==> config.mk <==
export PLATFORM = sky130hd
export DESIGN_NAME = miss_alloc_ctrl
export DESIGN_NICKNAME = d
export VERILOG_FILES = /design/src/rtl/mab_pkg.sv /design/src/rtl/mab_buf_track.sv /design/src/rtl/mab_block_ctrl.sv /design/src/rtl/mab_miss_limit.sv /design/src/rtl/miss_alloc_ctrl.sv
export SDC_FILE = /design/constraint.sdc
export NUM_CORES = 1
export LEC_CHECK = 0
export ABC_AREA = 1
export BUFFER_PORTS_ARGS = -buffer_cell sky130_fd_sc_hd__buf_2
export CAP_MARGIN = 25
export CORE_ASPECT_RATIO = 0.9
export CORE_UTILIZATION = 35
export DETAILED_ROUTE_END_ITERATION = 6
export HOLD_SLACK_MARGIN = 0.1
export SYNTH_ARGS = -nofsm -noshare
export SYNTH_HDL_FRONTEND = slang
export SYNTH_SLANG_ARGS = --single-unit
export TNS_END_PERCENT = 10
==> constraint.sdc <==
create_clock -name clk -period 4.7 [get_ports clk]
set_clock_uncertainty 0.15 [all_clocks]
set_input_delay 0.47 -clock clk [delete_from_list [all_inputs] [get_ports clk]]
set_output_delay 0.47 -clock clk [all_outputs]
set_load 0.01 [all_outputs]
==> src/rtl/mab_pkg.sv <==
package mab_pkg;

    localparam int NUM_CAUSES = 3;

    typedef enum logic [1:0] {
        REQ_MISS = 2'd0,
        REQ_WB   = 2'd1,
        REQ_PF   = 2'd2
    } req_cause_e;

    typedef enum logic [1:0] {
        BLK_MISS_FULL = 2'd0,
        BLK_WB_FULL   = 2'd1,
        BLK_NO_TGT    = 2'd2
    } blk_cause_e;

    typedef struct packed {
        logic       valid;
        req_cause_e cause;
    } bus_req_t;

    function automatic blk_cause_e first_cause(input logic [NUM_CAUSES-1:0] v);
        if (v[0])      return BLK_MISS_FULL;
        else if (v[1]) return BLK_WB_FULL;
        else           return BLK_NO_TGT;
    endfunction

endpackage

==> src/rtl/mab_buf_track.sv <==
module mab_buf_track #(
    parameter int DEPTH = 4,
    parameter int IDX_W = 2
) (
    input  logic             clk,
    input  logic             rst,
    input  logic             alloc_req,
    input  logic             svc_req,
    input  logic [IDX_W-1:0] svc_idx,
    output logic             grant,
    output logic [IDX_W-1:0] grant_idx,
    output logic             full,
    output logic             fill_evt,
    output logic             drain_evt
);
    logic [DEPTH-1:0] busy_q, busy_d, take, drop;

    // lowest free slot
    always_comb begin
        grant_idx = '0;
        for (int k = DEPTH-1; k >= 0; k--) begin
            if (!busy_q[k]) grant_idx = IDX_W'(k);
        end
    end

    assign full  = &busy_q;
    assign grant = alloc_req && !full;

    always_comb begin
        for (int k = 0; k < DEPTH; k++) begin
            take[k] = grant && (grant_idx == IDX_W'(k));
            drop[k] = svc_req && (svc_idx == IDX_W'(k));
        end
        busy_d = (busy_q & ~drop) | take;
    end

    assign fill_evt  = grant && (&busy_d);
    assign drain_evt = full && !(&busy_d);

    always_ff @(posedge clk) begin
        if (rst) busy_q <= '0;
        else     busy_q <= busy_d;
    end

    // a full queue stays full unless a slot is serviced
    p_full_holds_r3: assert property (@(posedge clk) disable iff (rst)
        (full && !svc_req) |=> full);

endmodule

==> src/rtl/mab_block_ctrl.sv <==
module mab_block_ctrl
    import mab_pkg::*;
#(
    parameter int EV_W  = 16,
    parameter int CYC_W = 32
) (
    input  logic                       clk,
    input  logic                       rst,
    input  logic [NUM_CAUSES-1:0]      set_c,
    input  logic [NUM_CAUSES-1:0]      clr_c,
    output logic                       stall,
    output logic [NUM_CAUSES-1:0]      mask,
    output logic [NUM_CAUSES*EV_W-1:0] events,
    output logic [NUM_CAUSES*CYC_W-1:0] cycles
);
    logic [NUM_CAUSES-1:0] mask_q, mask_d;
    logic                  stall_q;
    logic [CYC_W-1:0]      now_q, start_q;
    logic                  rising, falling;
    blk_cause_e            rise_c, fall_c;

    assign mask_d  = (mask_q & ~clr_c) | set_c;   // set wins
    assign rising  = (mask_q == '0) && (mask_d != '0);
    assign falling = (mask_q != '0) && (mask_d == '0);
    assign rise_c  = first_cause(mask_d);
    assign fall_c  = first_cause(mask_q);

    always_ff @(posedge clk) begin
        if (rst) begin
            mask_q  <= '0;
            stall_q <= 1'b0;
            now_q   <= '0;
            start_q <= '0;
        end else begin
            mask_q  <= mask_d;
            stall_q <= |mask_d;
            now_q   <= now_q + 1'b1;
            if (rising) start_q <= now_q;
        end
    end

    for (genvar c = 0; c < NUM_CAUSES; c++) begin : g_cause
        logic [EV_W-1:0]  ev_q;
        logic [CYC_W-1:0] cy_q;
        always_ff @(posedge clk) begin
            if (rst) begin
                ev_q <= '0;
                cy_q <= '0;
            end else begin
                if (rising && rise_c == blk_cause_e'(c))  ev_q <= ev_q + 1'b1;
                if (falling && fall_c == blk_cause_e'(c)) cy_q <= cy_q + (now_q - start_q);
            end
        end
        assign events[c*EV_W +: EV_W]   = ev_q;
        assign cycles[c*CYC_W +: CYC_W] = cy_q;
    end

    assign stall = stall_q;
    assign mask  = mask_q;

    // any cause set forces the stall next cycle
    p_set_stalls_r7: assert property (@(posedge clk) disable iff (rst)
        (|set_c) |=> stall);
    // stall holds while a cause survives
    p_hold_stall_r8: assert property (@(posedge clk) disable iff (rst)
        (stall && (|(mask_q & ~clr_c))) |=> stall);
    // empty mask with nothing new releases the port
    p_release_r8: assert property (@(posedge clk) disable iff (rst)
        (mask_q == '0 && set_c == '0) |=> !stall);

endmodule

==> src/rtl/mab_miss_limit.sv <==
module mab_miss_limit #(
    parameter int LIMIT = 3,
    parameter int CNT_W = 16
) (
    input  logic clk,
    input  logic rst,
    input  logic miss,
    output logic done
);
    logic [CNT_W-1:0] remain_q;
    logic             done_q;

    always_ff @(posedge clk) begin
        if (rst) begin
            remain_q <= CNT_W'(LIMIT);
            done_q   <= 1'b0;
        end else begin
            done_q <= 1'b0;
            if (miss && remain_q != '0) begin
                remain_q <= remain_q - 1'b1;
                if (remain_q == CNT_W'(1)) done_q <= 1'b1;
            end
        end
    end

    assign done = done_q;

    // single pulse
    p_done_once_r12: assert property (@(posedge clk) disable iff (rst)
        done |=> !done);
    p_done_spent_r12: assert property (@(posedge clk) disable iff (rst)
        done |-> remain_q == '0);

endmodule

==> src/rtl/miss_alloc_ctrl.sv <==
module miss_alloc_ctrl
    import mab_pkg::*;
#(
    parameter int ADDR_W     = 16,
    parameter int SIZE_W     = 8,
    parameter int BLK_BYTES  = 16,
    parameter int MISS_DEPTH = 4,
    parameter int WB_DEPTH   = 2,
    parameter int ORDER_W    = 16,
    parameter int EV_W       = 16,
    parameter int CYC_W      = 32,
    parameter int MISS_LIMIT = 3,
    localparam int MAX_DEPTH = (MISS_DEPTH > WB_DEPTH) ? MISS_DEPTH : WB_DEPTH,
    localparam int IDX_W     = (MAX_DEPTH > 1) ? $clog2(MAX_DEPTH) : 1
) (
    input  logic                        clk,
    input  logic                        rst,
    input  logic                        alloc_valid,
    input  logic                        alloc_to_wb,
    input  logic                        alloc_uncached,
    input  logic [ADDR_W-1:0]           alloc_addr,
    input  logic [SIZE_W-1:0]           alloc_size,
    input  logic                        alloc_bus_req,
    input  logic                        svc_valid,
    input  logic                        svc_to_wb,
    input  logic [IDX_W-1:0]            svc_idx,
    input  logic                        tgt_block_set,
    input  logic                        tgt_block_clr,
    input  logic                        pf_req,
    output logic                        resp_valid,
    output logic                        resp_err,
    output logic                        resp_to_wb,
    output logic [IDX_W-1:0]            resp_idx,
    output logic [ORDER_W-1:0]          resp_order,
    output logic [ADDR_W-1:0]           resp_addr,
    output logic [SIZE_W-1:0]           resp_size,
    output logic                        bus_req_valid,
    output logic [1:0]                  bus_req_cause,
    output logic                        cpu_stall,
    output logic [2:0]                  block_mask,
    output logic [3*EV_W-1:0]           blk_events,
    output logic [3*CYC_W-1:0]          blk_cycles,
    output logic                        miss_limit_done
);
    localparam logic [ADDR_W-1:0] OFF_MASK = ADDR_W'(BLK_BYTES - 1);

    logic [1:0]       q_req, q_svc, q_grant, q_full, q_fill, q_drain;
    logic [IDX_W-1:0] q_idx [2];

    for (genvar q = 0; q < 2; q++) begin : g_queue
        localparam int D = (q == 0) ? MISS_DEPTH : WB_DEPTH;
        assign q_req[q] = alloc_valid && (alloc_to_wb == 1'(q));
        assign q_svc[q] = svc_valid && (svc_to_wb == 1'(q));
        mab_buf_track #(.DEPTH(D), .IDX_W(IDX_W)) u_trk (
            .clk       (clk),
            .rst       (rst),
            .alloc_req (q_req[q]),
            .svc_req   (q_svc[q]),
            .svc_idx   (svc_idx),
            .grant     (q_grant[q]),
            .grant_idx (q_idx[q]),
            .full      (q_full[q]),
            .fill_evt  (q_fill[q]),
            .drain_evt (q_drain[q])
        );
    end

    logic             grant, cached;
    logic [ADDR_W-1:0] addr_d;
    logic [SIZE_W-1:0] size_d;
    bus_req_t          bus_d, bus_q;
    logic [ORDER_W-1:0] order_q;

    assign grant  = |q_grant;
    assign cached = !alloc_to_wb && !alloc_uncached;
    assign addr_d = cached ? (alloc_addr & ~OFF_MASK) : alloc_addr;
    assign size_d = cached ? SIZE_W'(BLK_BYTES) : alloc_size;

    always_comb begin
        bus_d = '{valid: 1'b0, cause: REQ_MISS};
        if (grant && alloc_bus_req)
            bus_d = '{valid: 1'b1, cause: alloc_to_wb ? REQ_WB : REQ_MISS};
        else if (pf_req)
            bus_d = '{valid: 1'b1, cause: REQ_PF};
    end

    always_ff @(posedge clk) begin
        if (rst) begin
            resp_valid <= 1'b0;
            resp_err   <= 1'b0;
            resp_to_wb <= 1'b0;
            resp_idx   <= '0;
            resp_order <= '0;
            resp_addr  <= '0;
            resp_size  <= '0;
            order_q    <= '0;
            bus_q      <= '0;
        end else begin
            resp_valid <= grant;
            resp_err   <= alloc_valid && !grant;
            bus_q      <= bus_d;
            if (grant) begin
                resp_to_wb <= alloc_to_wb;
                resp_idx   <= alloc_to_wb ? q_idx[1] : q_idx[0];
                resp_order <= order_q;
                resp_addr  <= addr_d;
                resp_size  <= size_d;
                order_q    <= order_q + 1'b1;
            end
        end
    end

    assign bus_req_valid = bus_q.valid;
    assign bus_req_cause = bus_q.cause;

    mab_block_ctrl #(.EV_W(EV_W), .CYC_W(CYC_W)) u_blk (
        .clk    (clk),
        .rst    (rst),
        .set_c  ({tgt_block_set, q_fill}),
        .clr_c  ({tgt_block_clr, q_drain}),
        .stall  (cpu_stall),
        .mask   (block_mask),
        .events (blk_events),
        .cycles (blk_cycles)
    );

    mab_miss_limit #(.LIMIT(MISS_LIMIT), .CNT_W(32)) u_lim (
        .clk  (clk),
        .rst  (rst),
        .miss (q_grant[0]),
        .done (miss_limit_done)
    );

    // order advances by exactly one per accepted allocation
    p_order_step_r2: assert property (@(posedge clk) disable iff (rst)
        grant |=> order_q == $past(order_q) + 1'b1);
    // a queue-caused bus request belongs to the allocation just granted
    p_bus_cause_r11: assert property (@(posedge clk) disable iff (rst)
        (bus_req_valid && bus_req_cause != REQ_PF) |->
            (resp_valid && bus_req_cause == {1'b0, resp_to_wb}));
    // filling a queue stalls the port next cycle
    p_fill_stalls_r5: assert property (@(posedge clk) disable iff (rst)
        (q_fill != 2'b00) |=> cpu_stall);

endmodule

==> impl_metrics.csv <==
group,metric,value,unit
power_and_ir_drop,cellPowerDensity,342,nW/um^2
synth,ys_warn_count,0,
global_route,grt_util_all_layers,21.6,%
worst_setup_path,worstPathArrival,4.60,ns
worst_setup_path,cp-end-kind,"flip-flop",
worst_setup_path,critPathLaunchType,"flip-flop",
drt,drt_wl_total,64.0,mm
worst_setup_path,cp_max_fo,5,
clock_network,cts_tree,"done",
floorplan,start_util,35.7,%
worst_setup_path,path_cells,"inv_1 > ha_1 > fa_1 > o21a_1 > o21ai_0 > buf_4 > nand3_1 > nand3_1 > a31oi_1 > xnor2_1 > ha_1 > a21oi_1 > nand2_1 > nor2_1 > nand2_1 > a21oi_1 > inv_1 > nand2_1 > nand3_1 > nand2_1 > inv_1",
clock_network,cts_max_level,2,
timing,post-route-period-util,91.5,%
global_route,grt_max_degree,98,
global_route,overflow,0,
placement,placedCellCount,3955,
hold_path,hold_class,"input port to flip-flop",
synth,yosys.area.top_type_share,31.5,%
synth,syn_area,20000,um^2
status,status,"completed",
worst_setup_path,path_class,"flip-flop to flip-flop",
synth,yosys.area.top_type,"dfxtp_1",
clock_network,clockBufferDepth,3,
finish,nets,3449,
synth,synth_area_leaders,"dfxtp_1, nand2_1, a21oi_1",
drt,avgViaCountPerCell,5.05,
drt,wl_per_cell,15.8,um
placement,place_congestion,0.926,
clock_network,clk_latency,0.59,ns
floorplan,core_area,56000,um^2
power_and_ir_drop,leakagePower,11.1,nW
drt,vias,20500,
synth,ys_seq_area_share,31.5,%
finish,layout_common_cells,"nand2_1, nor2_1, a21oi_1",
synth,syn_avg_cell_area,6.67,um^2
drt,met1_length,30.5,mm
worst_setup_path,critPathMostFrequentCell,"nand2_1",
worst_setup_path,cp_slowest_cell,"xnor2_1",
global_route,grt_pass1_wl,101,mm
synth,synth.distinct_cells,44,
global_route,antenna_found_initial,0,
run,cap_violations,0,
clock_network,cts_root_buf,"clkbuf_16",
floorplan,die_y,229,um
worst_setup_path,required,5.00,ns
floorplan,die_w,254,um
clock_network,clock_sinks,315,
timing,setup_viol,0,
drt,route.met2.wl,27.3,mm
power_and_ir_drop,power,8.11,mW
finish,drive_gt1_share,10.9,%
finish,antenna_cells,0,
finish,fin_util,42.3,%
worst_setup_path,critical_path.max_stage_delay,0.61,ns
placement,hpwl,48.2,mm
timing,rsz0062_at_grt,"false",
drt,dr.pass1.iters,7,
power_and_ir_drop,vdd_drop_max,0.208,mV
floorplan,die_area,58100,um^2
timing,relSlewSlack,35.5,%
synth,synth_seq_cells,315,
finish,fillerInstances,6039,
drt,dr_wl_met3,4.40,mm
timing,period_needed,4.30,ns
clock_network,clk_pin_slew,0.06,ns
drt,drc_errors,0,
worst_setup_path,r2r_slack,0.40,ns
placement,portBuffers,233,
placement,place_area,22200,um^2
clock_network,numCtsBuffers,38,
finish,layoutNonFillerInstCount,4050,
finish,layout_commonest_cell,"nand2_1",
synth,syn-num-nets,3178,
drt,antenna_left,0,
finish,areaGrowthSynthToFinish,18.4,%
global_route,grt_pass1_vias,18700,
drt,highest_layer,"met4",
floorplan,ioPinCount,234,
drt,drt-initial-drc-count,1336,
finish,finalInstanceArea,23700,um^2
floorplan,rows,82,
timing,fmax,0.233,GHz
timing,worst_pin_slew,0.967,ns
timing,finalMaxSlewViolations,0,
timing,hold_viol,0,
timing,setup_tns,0,ns
synth,synthCells,2999,
[critical path, delay by kind of cell, from the launching register on]
family,cells,cell delay [ns]
flops,1,0.41
fa+ha+maj,3,1.12
buf+inv,4,0.33
simple gates,8,0.66
compound gates,5,0.89
xor+xnor,1,0.61
[layout make-up]
type                       instances  area, um^2  share of cell area [%]
clock inverter                    16         156                   0.660
timing repair buffer             308        1820                    7.70
tap                              756         946                    3.99
sequential                       315        6310                    26.6
clock buffer                      48        1050                    4.43
inverter                         300        1130                    4.77
multi-input combinational       2307       12300                    51.8
[synth_stat cells, drive strengths merged]
cell / n
xnor2: 53
nand4: 49
a21o: 14
a21boi: 4
and3: 5
buf: 20
nor4b: 1
xor2: 88
ha: 138
and2: 2
o21bai: 12
nor3b: 7
a21oi: 367
o22ai: 1
a31oi: 14
a211oi: 1
clkinv: 1
nand2: 569
o211a: 1
nor2: 433
nand3: 148
a32oi: 1
nor4: 15
clkbuf: 57
o21a: 16
o2111ai: 1
o211ai: 8
fa: 4
dfxtp: 315
inv: 299
nor3: 80
o21ai: 269
or2: 3
nand3b: 3
[metrics by stage]
stage | hold slack (ns) | worst slack [ns]
floorplan | 0.285 | 1.01
global placement | 0.298 | 0.260
detailed placement | 0.303 | 0.175
CTS | 0.120 | 0.156
global route | 0.150 | 0.118
finish | 0.143 | 0.399
[sequential cells by signal (all words and copies together) (netlist names), 2 cells and up]
| name | cells |
|---|---|
| resp_order | 16 |
| u_blk.g_cause.cy_q | 96 |
| u_blk.mask | 3 |
| resp_idx | 2 |
| resp_addr | 16 |
| u_blk.g_cause.ev_q | 48 |
| bus_req_cause | 2 |
| u_blk.now_q | 32 |
| u_blk.start_q | 32 |
| resp_size | 8 |
| g_queue.u_trk.busy_q | 6 |
| order_q | 16 |
| u_lim.remain_q | 32 |
[logic make-up after synthesis]
group / Yosys count / share of synthesized area (%)
xor gates and xnor gates: 141 / 6.17
adders and majority gates: 142 / 9.03
DFF: 315 / 31.5
buffers and inverters: 377 / 7.20
and+or+nand+nor: 1315 / 27.5
AOI/OAI and AO/OA: 709 / 18.6
[power breakdown]
group | switching [mW] | leakage [nW] | internal, mW | total, mW
registers | 0.0618 | 2.56 | 2.76 | 2.82
clock network | 1.25 | 0.589 | 1.64 | 2.90
logic | 1.60 | 7.95 | 0.795 | 2.40
[worst paths after layout]
path                                   startpoint                         to  depth (start not counted)
worst min-delay path               alloc_uncached               resp_size[4]                          4
worst max-delay path               u_blk.now_q[0]  u_blk.g_cause[1].cy_q[31]                         21
worst min register to register  u_blk.start_q[29]          u_blk.start_q[29]                          2
worst max register to register     u_blk.now_q[0]  u_blk.g_cause[1].cy_q[31]                         21
[per-layer routing]
metal,track usage [%],up-vias
met5,0,-
met4,6.65,0
met3,4.24,91
met2,33.6,565
met1,29.9,9230
li1,-,10600
[repair_timing]
action | in CTS | in global routing
hold buffers | 29 | 0
endpoints found under the setup margin | 0 | 13
setup buffers | 0 | 2
endpoints found under the hold margin | 29 | 0
gates resized for setup | 0 | 2
Power figures use the tool's default switching activity.
